File: src/rtl/ctx_link_cmp.sv
module ctx_link_cmp #(
  parameter int NUM_SLOTS = 6,
  parameter int NUM_CTX   = 2,
  parameter int LBN_W     = 4,
  parameter int CTRL_W    = 32,
  parameter int VAL_W     = 64,
  parameter int CTX_W     = 32
) (
  input  logic             clk,
  input  logic             rst_n,
  input  logic             wr_en,
  input  logic             wr_val,
  input  logic [LBN_W-1:0] wr_idx,
  input  logic [VAL_W-1:0] wr_data,
  input  logic [1:0]       el,
  input  logic             hyp_e2h,
  input  logic             hyp_tge,
  input  logic [CTX_W-1:0] ctx_el1,
  input  logic [CTX_W-1:0] ctx_el2,
  input  logic             lk_valid,
  input  logic [LBN_W-1:0] lk_num,
  output logic             lk_done,
  output logic             lk_match
);
  localparam logic [LBN_W:0] SLOTS_L = NUM_SLOTS[LBN_W:0];
  localparam logic [LBN_W:0] FIRST_L = SLOTS_L - NUM_CTX[LBN_W:0];
  localparam logic [3:0] T_CTX_EL  = 4'd3;
  localparam logic [3:0] T_CTX_1   = 4'd7;
  localparam logic [3:0] T_CTX_2   = 4'd13;

  logic [CTRL_W-1:0] ctrl_q [NUM_SLOTS];
  logic [VAL_W-1:0]  val_q  [NUM_SLOTS];

  for (genvar g = 0; g < NUM_SLOTS; g++) begin : g_slot
    wire hit = wr_en && (wr_idx == g[LBN_W-1:0]);
    always_ff @(posedge clk) begin
      if (!rst_n) begin
        ctrl_q[g] <= '0;
        val_q[g]  <= '0;
      end else if (hit) begin
        if (wr_val) val_q[g]  <= wr_data;
        else        ctrl_q[g] <= wr_data[CTRL_W-1:0];
      end
    end
  end

  logic [CTRL_W-1:0] sel_ctrl;
  logic [VAL_W-1:0]  sel_val;
  always_comb begin
    sel_ctrl = '0;
    sel_val  = '0;
    for (int i = 0; i < NUM_SLOTS; i++)
      if (lk_num == i[LBN_W-1:0]) begin
        sel_ctrl = ctrl_q[i];
        sel_val  = val_q[i];
      end
  end

  wire        in_range = ({1'b0, lk_num} < SLOTS_L) && ({1'b0, lk_num} >= FIRST_L);
  wire [3:0]  bt       = sel_ctrl[23:20];
  wire [CTX_W-1:0] val_lo = sel_val[CTX_W-1:0];

  logic             use_ok;
  logic [CTX_W-1:0] cid;
  always_comb begin
    use_ok = 1'b0;
    cid    = ctx_el1;
    unique case (bt)
      T_CTX_EL: begin
        unique case (el)
          2'd3: use_ok = 1'b0;
          2'd2: begin use_ok = hyp_e2h; cid = ctx_el2; end
          2'd1: begin use_ok = 1'b1;    cid = ctx_el1; end
          default: begin
            use_ok = 1'b1;
            cid    = (hyp_e2h && hyp_tge) ? ctx_el2 : ctx_el1;
          end
        endcase
      end
      T_CTX_1: begin use_ok = 1'b1; cid = ctx_el1; end
      T_CTX_2: begin use_ok = 1'b1; cid = ctx_el2; end
      default: use_ok = 1'b0;
    endcase
  end

  wire hit_now = in_range && sel_ctrl[0] && use_ok && (cid == val_lo);

  always_ff @(posedge clk) begin
    if (!rst_n) begin
      lk_done  <= 1'b0;
      lk_match <= 1'b0;
    end else begin
      lk_done  <= lk_valid;
      lk_match <= lk_valid && hit_now;
    end
  end
endmodule

File: config.mk
export PLATFORM = sky130hd
export DESIGN_NAME = ctx_link_cmp
export DESIGN_NICKNAME = d
export VERILOG_FILES = /design/src/rtl/ctx_link_cmp.sv
export SDC_FILE = /design/constraint.sdc
export NUM_CORES = 1
export LEC_CHECK = 0
export BUFFER_PORTS_ARGS = -buffer_cell sky130_fd_sc_hd__buf_4
export CAP_MARGIN = 30
export CORE_ASPECT_RATIO = 0.9
export CORE_MARGIN = 2
export CORE_UTILIZATION = 50
export CTS_BUF_LIST = sky130_fd_sc_hd__clkbuf_4
export CTS_CLUSTER_DIAMETER = 120
export CTS_CLUSTER_SIZE = 16
export DETAILED_ROUTE_END_ITERATION = 10
export PLACE_DENSITY = 0.71
export SETUP_SLACK_MARGIN = 0.05
export SKIP_LAST_GASP = 1
export SLEW_MARGIN = 40
export SYNTH_ARGS = -nofsm -noshare
export SYNTH_HDL_FRONTEND = slang
export SYNTH_SLANG_ARGS = --single-unit
File: constraint.sdc
create_clock -name clk -period 5.8 [get_ports clk]
set_input_delay 1.16 -clock clk [delete_from_list [all_inputs] [get_ports clk]]
set_output_delay 1.16 -clock clk [all_outputs]
set_load 0.02 [all_outputs]
==> results of run 1 <==
## cell usage in the layout (no fill, tap or decap), types with 10 or more instances in the layout
master and count:
and2_1 219, edfxtp_1 218, buf_4 133, mux2i_1 50, o21ai_0 27, nor2_1 26
nand2_1 25, mux4_2 24, a21oi_1 22, clkbuf_4 22, xnor2_1 15, o22ai_1 11
inv_1 10, a222oi_1 10
## power by group through the flow
stage | logic [mW] | registers, mW | clock network (mW)
finish | 0.352 | 1.85 | 0.679
CTS | 0.353 | 1.85 | 0.695
global placement | 0.344 | 1.88 | 0
detailed placement | 0.351 | 1.89 | 0
floorplan | 0.193 | 1.89 | 0
global route | 0.379 | 1.86 | 0.746
## tightest hold or removal path: stages, from the launching register on
cell and delay [ns]:
edfxtp_1 0.37, a222oi_1 0.07, o21ai_0 0.12, xnor2_1 0.16, nor4_2 0.05
## state kept, by name (all words and copies together), names as in the netlist
name / count
lk_done: 1
ctrl_q: 26
val_q: 192
lk_match: 1
## layout make-up
| cell class | instances | area [um2] | area share, % |
|---|---|---|---|
| inverters | 11 | 41.3 | 0.332 |
| clock buffers | 22 | 165 | 1.33 |
| multi-input cells | 532 | 4110 | 33.1 |
| flip-flops and latches | 220 | 6590 | 53.0 |
| diodes | 1 | 2.50 | 0.0201 |
| well taps | 291 | 364 | 2.93 |
| repair buffers | 140 | 1120 | 9.02 |
| clock inverters | 1 | 30.0 | 0.242 |
## logic make-up after synthesis
| group | count (synthesis) | share of synthesized area (%) |
|---|---|---|
| AO/OA/AOI/OAI | 111 | 7.06 |
| XOR/XNOR | 16 | 1.29 |
| buffers and inverters | 63 | 2.87 |
| flip-flops | 220 | 60.4 |
| multiplexers | 87 | 10.9 |
| AND/OR/NAND/NOR | 318 | 17.5 |
## per-layer routing
metal / up-vias / wire (um) / share of wire (%)
met5: - / 0 / 0
met1: 3498 / 11300 / 41
met2: 313 / 13500 / 48
met4: 0 / 674 / 2.4
met3: 45 / 2420 / 8.7
li1: 3212 / - / -
## worst paths after layout
kind	to	depth (start not counted)
setup / recovery	lk_match$_SDFF_PN0_	12
hold / removal	lk_match$_SDFF_PN0_	4
hold reg to reg	lk_match$_SDFF_PN0_	4
setup reg to reg	lk_match$_SDFF_PN0_	12
==> flow_metrics.env, run 1 <==
export IMPL_status="complete, no violations"
export IMPL_drtPass1Iterations=6
export IMPL_cts_buffers=17
export IMPL_grt_util_met1_pct=32.3
export IMPL_initial_core_util_pct=50.7
export IMPL_synth_edf_count=218
export IMPL_wl_um=27800
export IMPL_skew_ns=0.0166
export IMPL_final_cells=1218
export IMPL_io_pins=147
export IMPL_avgSynthCellArea_um2=13.4
export IMPL_synthArstFlopShare_pct=0
export IMPL_detail_route_antenna_nets=0
export IMPL_cts_resized=0
export IMPL_cts_setup_buffers=0
export IMPL_holdCritStartpoint="val_q[3][31]$_SDFFCE_PN0P_"
export IMPL_use_met3_pct=4.90
export IMPL_dp_slack_ns=0.868
export IMPL_tns_ns=0
export IMPL_syn2layout_area_growth_pct=14.0
export IMPL_synth_seq_cells=220
export IMPL_synthTopCellsByCount="219 x and2_1, 218 x edfxtp_1, 50 x mux2i_1"
export IMPL_tritoncts="built"
export IMPL_maxCapViolCount=0
export IMPL_crit_path_start="lk_num[0]"
export IMPL_placed_cells=1194
export IMPL_worstPathRequired_ns=6.34
export IMPL_rsz0062_at_grt="false"
export IMPL_crit_arrival_ns=4.79
export IMPL_worstPathMaxFanout=44
export IMPL_crit_slowest_cell="nor4_1"
export IMPL_utilization_pct=57.8
export IMPL_die_area_um2=23000
export IMPL_crit_path_start_kind="primary input"
export IMPL_num_vias=7068
export IMPL_hold_buffers=0
export IMPL_setup_viol=0
export IMPL_grt_pass1_vias=7028
export IMPL_insertion_delay_ns=0.62
export IMPL_seqPwrFrac_pct=64.2
export IMPL_dp_hpwl_um=18300
export IMPL_finalHoldViolations=0
export IMPL_grt_max_degree=45
export IMPL_drc_errors=0
export IMPL_whs_ns=0.788
export IMPL_cp_end_kind="register"
export IMPL_ff2ff_setup_slack_ns=2.38
export IMPL_power_mw=2.88
export IMPL_netlist_area_um2=10900
export IMPL_switching_share_pct=23.7
export IMPL_netlist_area_leader_share_pct=60.0
export IMPL_synthTopCellsByArea="edfxtp_1 60%, and2_1 13%, mux4_2 5.0%"
export IMPL_max_freq_ghz=0.235
export IMPL_grt_overflow_total=0
export IMPL_slew_headroom_pct=46.6
export IMPL_vias_per_cell=5.80
export IMPL_p_switching_mw=0.682
export IMPL_worst_slack_ns=1.55
export IMPL_stdcell_area_um2=12400
export IMPL_p_per_area_nw_per_um2=232
export IMPL_vdd_drop_max_v=0.000162
export IMPL_drive_gt1_share_pct=23.8
export IMPL_yosys_area_top_type="edfxtp_1"
export IMPL_syn_num_nets=960
export IMPL_grtUsageMet2_pct=41.4
export IMPL_critical_path_class="primary input to register"
export IMPL_first_iter_violations=649
export IMPL_clockBufferDepth=3
export IMPL_worst_path_most_repeated_cell="buf_4"
export IMPL_worstPathCellList="buf_4 -> o21ai_0 -> a31oi_1 -> nor3_1 -> o21a_1 -> o21ai_4 -> buf_4 -> mux2_1 -> o22ai_1 -> nor4_1 -> nand4_1 -> nor4_2"
export IMPL_yosys_warnings=0
export IMPL_clkPwrFrac_pct=23.6
export IMPL_synth_seq_area_share_pct=60.4
export IMPL_grt_usage_pct=24.5
export IMPL_p_int_mw=2.20
export IMPL_nets=1067
export IMPL_path_clk_slew_ns=0.17
export IMPL_crit_buf_inv=2
export IMPL_hold_path_class="register to register"
export IMPL_grt_antenna_before_repair=1
export IMPL_die_h_um=144
export IMPL_r2r_start="ctrl_q[0][23]$_SDFFCE_PN0P_"
export IMPL_synth_flop_cell="edfxtp_1"
export IMPL_synthCells=815
export IMPL_fin_crit_ns=4.25
export IMPL_crit_family="compound AO/OA/AOI/OAI gates"
export IMPL_finalCritPeriodShare_pct=73.3
export IMPL_synth_most_common_cell="and2_1"
export IMPL_synthDistinctLibCells=61
export IMPL_clock_root_buffer="clkbuf_4"
export IMPL_p_leak_nw=4.64
export IMPL_cts_sinks=220
export IMPL_worstMarginPinSlew_ns=0.792
export IMPL_grt_pass1_wl_um=41800
export IMPL_fillers=1758
export IMPL_die_width_um=160
export IMPL_coreArea_um2=21500
export IMPL_portBuffers=114
export IMPL_slowest_delay_ns=0.62
export IMPL_wl_per_cell_um=22.9
export IMPL_combinationalPowerShare_pct=12.2
export IMPL_h_tree_depth=1
export IMPL_slew_violations=0
export IMPL_row_count=51
export IMPL_gp_congestion=0.851
export IMPL_grt_busiest_layer="met2"
export IMPL_place_area_um2=12200
Note: power is estimated with default switching activity, not from simulation.
==> inputs of run 2 (changes only) <==
--- a/config.mk
+++ b/config.mk
@@ -14,7 +14,7 @@
 export CTS_CLUSTER_DIAMETER = 120
 export CTS_CLUSTER_SIZE = 16
 export DETAILED_ROUTE_END_ITERATION = 10
-export PLACE_DENSITY = 0.71
+export PLACE_DENSITY = 0.74
 export SETUP_SLACK_MARGIN = 0.05
 export SKIP_LAST_GASP = 1
 export SLEW_MARGIN = 40
==> constraint.sdc (replaced) <==
create_clock -name clk -period 3.7 [get_ports clk]
set_input_delay 0.74 -clock clk [delete_from_list [all_inputs] [get_ports clk]]
set_output_delay 0.74 -clock clk [all_outputs]
set_load 0.02 [all_outputs]
==> run 2 against run 1 <==
Worst hold slack got worse by 0.42 ns. Via count rose by 1.7%. Total power rose by 58%. Combinational power rose by 64%. Wire length rose by 0.70%. Flip-flop and latch count did not move. Final area rose by 1.2%. Count of clock-buffer cells in the layout did not move. Critical path depth rose by 2. Clock power rose by 59%. Sequential share of layout area fell by 0.61 points. Critical path type unchanged.
==> flow_metrics.env, run 2 (synthesis gave the netlist of run 1 again) <==
export IMPL_cp_end_kind="register"
export IMPL_die_width_um=160
export IMPL_slew_headroom_pct=47.6
export IMPL_cts_resized=0
export IMPL_dp_hpwl_um=18000
export IMPL_wl_met3_um=2420
export IMPL_slew_violations=0
export IMPL_fin_crit_ns=3.11
export IMPL_maxCapViolCount=0
export IMPL_grt_overflow_total=0
export IMPL_clock_root_buffer="clkbuf_4"
export IMPL_wl_um=28000
export IMPL_drc_errors=0
export IMPL_wl_per_cell_um=22.6
export IMPL_ff2ff_setup_slack_ns=0.66
export IMPL_critical_path_class="primary input to register"
export IMPL_insertion_delay_ns=0.63
export IMPL_io_pins=147
export IMPL_whs_ns=0.368
export IMPL_p_leak_nw=4.75
export IMPL_die_area_um2=23000
export IMPL_p_per_area_nw_per_um2=363
export IMPL_mostFrequentLayoutCells="219 x and2_1, 218 x edfxtp_1, 158 x buf_4, 50 x mux2i_1, 27 x o21ai_0"
export IMPL_h_tree_depth=1
export IMPL_largest_register_ffs=192
export IMPL_grt_pass1_vias=7175
export IMPL_crit_arrival_ns=3.67
export IMPL_path_clk_slew_ns=0.16
export IMPL_portBuffers=114
export IMPL_worstPathRequired_ns=4.26
export IMPL_reg_largest_list="val_q x192, ctrl_q x26"
export IMPL_cts_sinks=220
export IMPL_grt_usage_pct=24.6
export IMPL_vias_per_cell=5.79
export IMPL_cts_setup_buffers=0
export IMPL_route_met2_wl_um=13300
export IMPL_dp_slack_ns=0.0469
export IMPL_gp_congestion=0.860
export IMPL_drive_gt1_share_pct=25.5
export IMPL_die_h_um=144
export IMPL_worst_slack_ns=0.591
export IMPL_coreArea_um2=21500
export IMPL_syn2layout_area_growth_pct=15.3
export IMPL_maxUsedRoutingLayer="met4"
export IMPL_cts_buffers=17
export IMPL_detail_route_antenna_nets=0
export IMPL_tritoncts="built"
export IMPL_setup_viol=0
export IMPL_drtPass1Iterations=7
export IMPL_worstMarginPinSlew_ns=0.777
export IMPL_nets=1090
export IMPL_first_iter_violations=735
export IMPL_row_count=51
export IMPL_max_freq_ghz=0.322
export IMPL_largest_register="val_q"
export IMPL_tns_ns=0
export IMPL_final_common_cell="and2_1"
export IMPL_grt_antenna_before_repair=1
export IMPL_hold_buffers=0
export IMPL_vdd_drop_max_v=0.000229
export IMPL_initial_core_util_pct=50.7
export IMPL_crit_path_start_kind="primary input"
export IMPL_rsz0062_at_grt="false"
export IMPL_finalCritPeriodShare_pct=84.0
export IMPL_worstPathMaxFanout=22
export IMPL_finalHoldViolations=0
export IMPL_skew_ns=0.0285
export IMPL_grt_pass1_wl_um=42100
export IMPL_clockBufferDepth=3
export IMPL_grt_max_degree=33
export IMPL_num_vias=7188
export IMPL_hold_path_class="primary input to register"
export IMPL_status="complete, no violations"
export IMPL_met1Wirelength_um=11500
run 2: cell types whose count changed in the layout (fill, tap and decap cells not counted):
cell,delta
buf_8,-3
nor2_4,-3
buf_12,+5
buf_4,+25
nor2_2,+3
o31ai_2,-1
o31ai_1,+1
buf_6,-2
buf_16,-2
run 2: path summary, 6_finish.rpt:
kind / endpoint / start / depth (start not counted)
hold / removal: lk_done$_SDFF_PN0_ / lk_valid / 2
hold reg to reg: lk_match$_SDFF_PN0_ / val_q[3][31]$_SDFFCE_PN0P_ / 4
setup / recovery: lk_match$_SDFF_PN0_ / lk_num[1] / 14
setup reg to reg: lk_match$_SDFF_PN0_ / ctrl_q[3][21]$_SDFFCE_PN0P_ / 13
run 2: through the flow:
| stage | total power [mW] | cell area, um2 | instances | util, % |
|---|---|---|---|---|
| after floorplan | 3.26 | 10900 | 815 | - |
| after global placement | 3.52 | 12400 | 1217 | 57.5 |
| after detailed placement | 3.54 | 12400 | 1217 | 57.5 |
| after CTS | 4.57 | 12600 | 1240 | 58.4 |
| after global routing | 4.70 | 12600 | 1241 | 58.5 |
| final | 4.56 | 12600 | 1241 | 58.5 |
run 2: critical path, stage by stage:
cell and delay, ns:
buf_4 0.16, buf_4 0.16, buf_12 0.16, nor3b_1 0.29
o21ai_0 0.33, a22oi_4 0.27, o21ai_4 0.09, buf_12 0.16
mux2i_1 0.38, o22ai_1 0.13, nor4_1 0.37, buf_4 0.18
nand4_1 0.10, nor4_2 0.13
run 2: area by class of cell:
| type | count | area, um2 |
|---|---|---|
| clock buffer | 22 | 165 |
| multi-input combinational | 532 | 4090 |
| timing repair buffer | 163 | 1290 |
| inverter | 11 | 41.3 |
| sequential | 220 | 6590 |
| clock inverter | 1 | 30.0 |
| antenna | 1 | 2.50 |
| tap | 291 | 364 |
| fill | 1734 | 8930 |
run 2: power by group:
| part | switching, mW | leakage [nW] | total [mW] | internal, mW |
|---|---|---|---|---|
| clock | 0.740 | 0.115 | 1.08 | 0.344 |
| combinational | 0.317 | 2.54 | 0.576 | 0.258 |
| sequential | 0.0359 | 2.09 | 2.90 | 2.87 |
| total | 1.09 | 4.75 | 4.56 | 3.47 |
run 2: layer usage:
layer / GRT usage [%] / vias up
li1: - / 3258
met1: 33.1 / 3516
met4: 8.90 / 0
met2: 40.9 / 360
met5: 0 / -
met3: 4.07 / 54
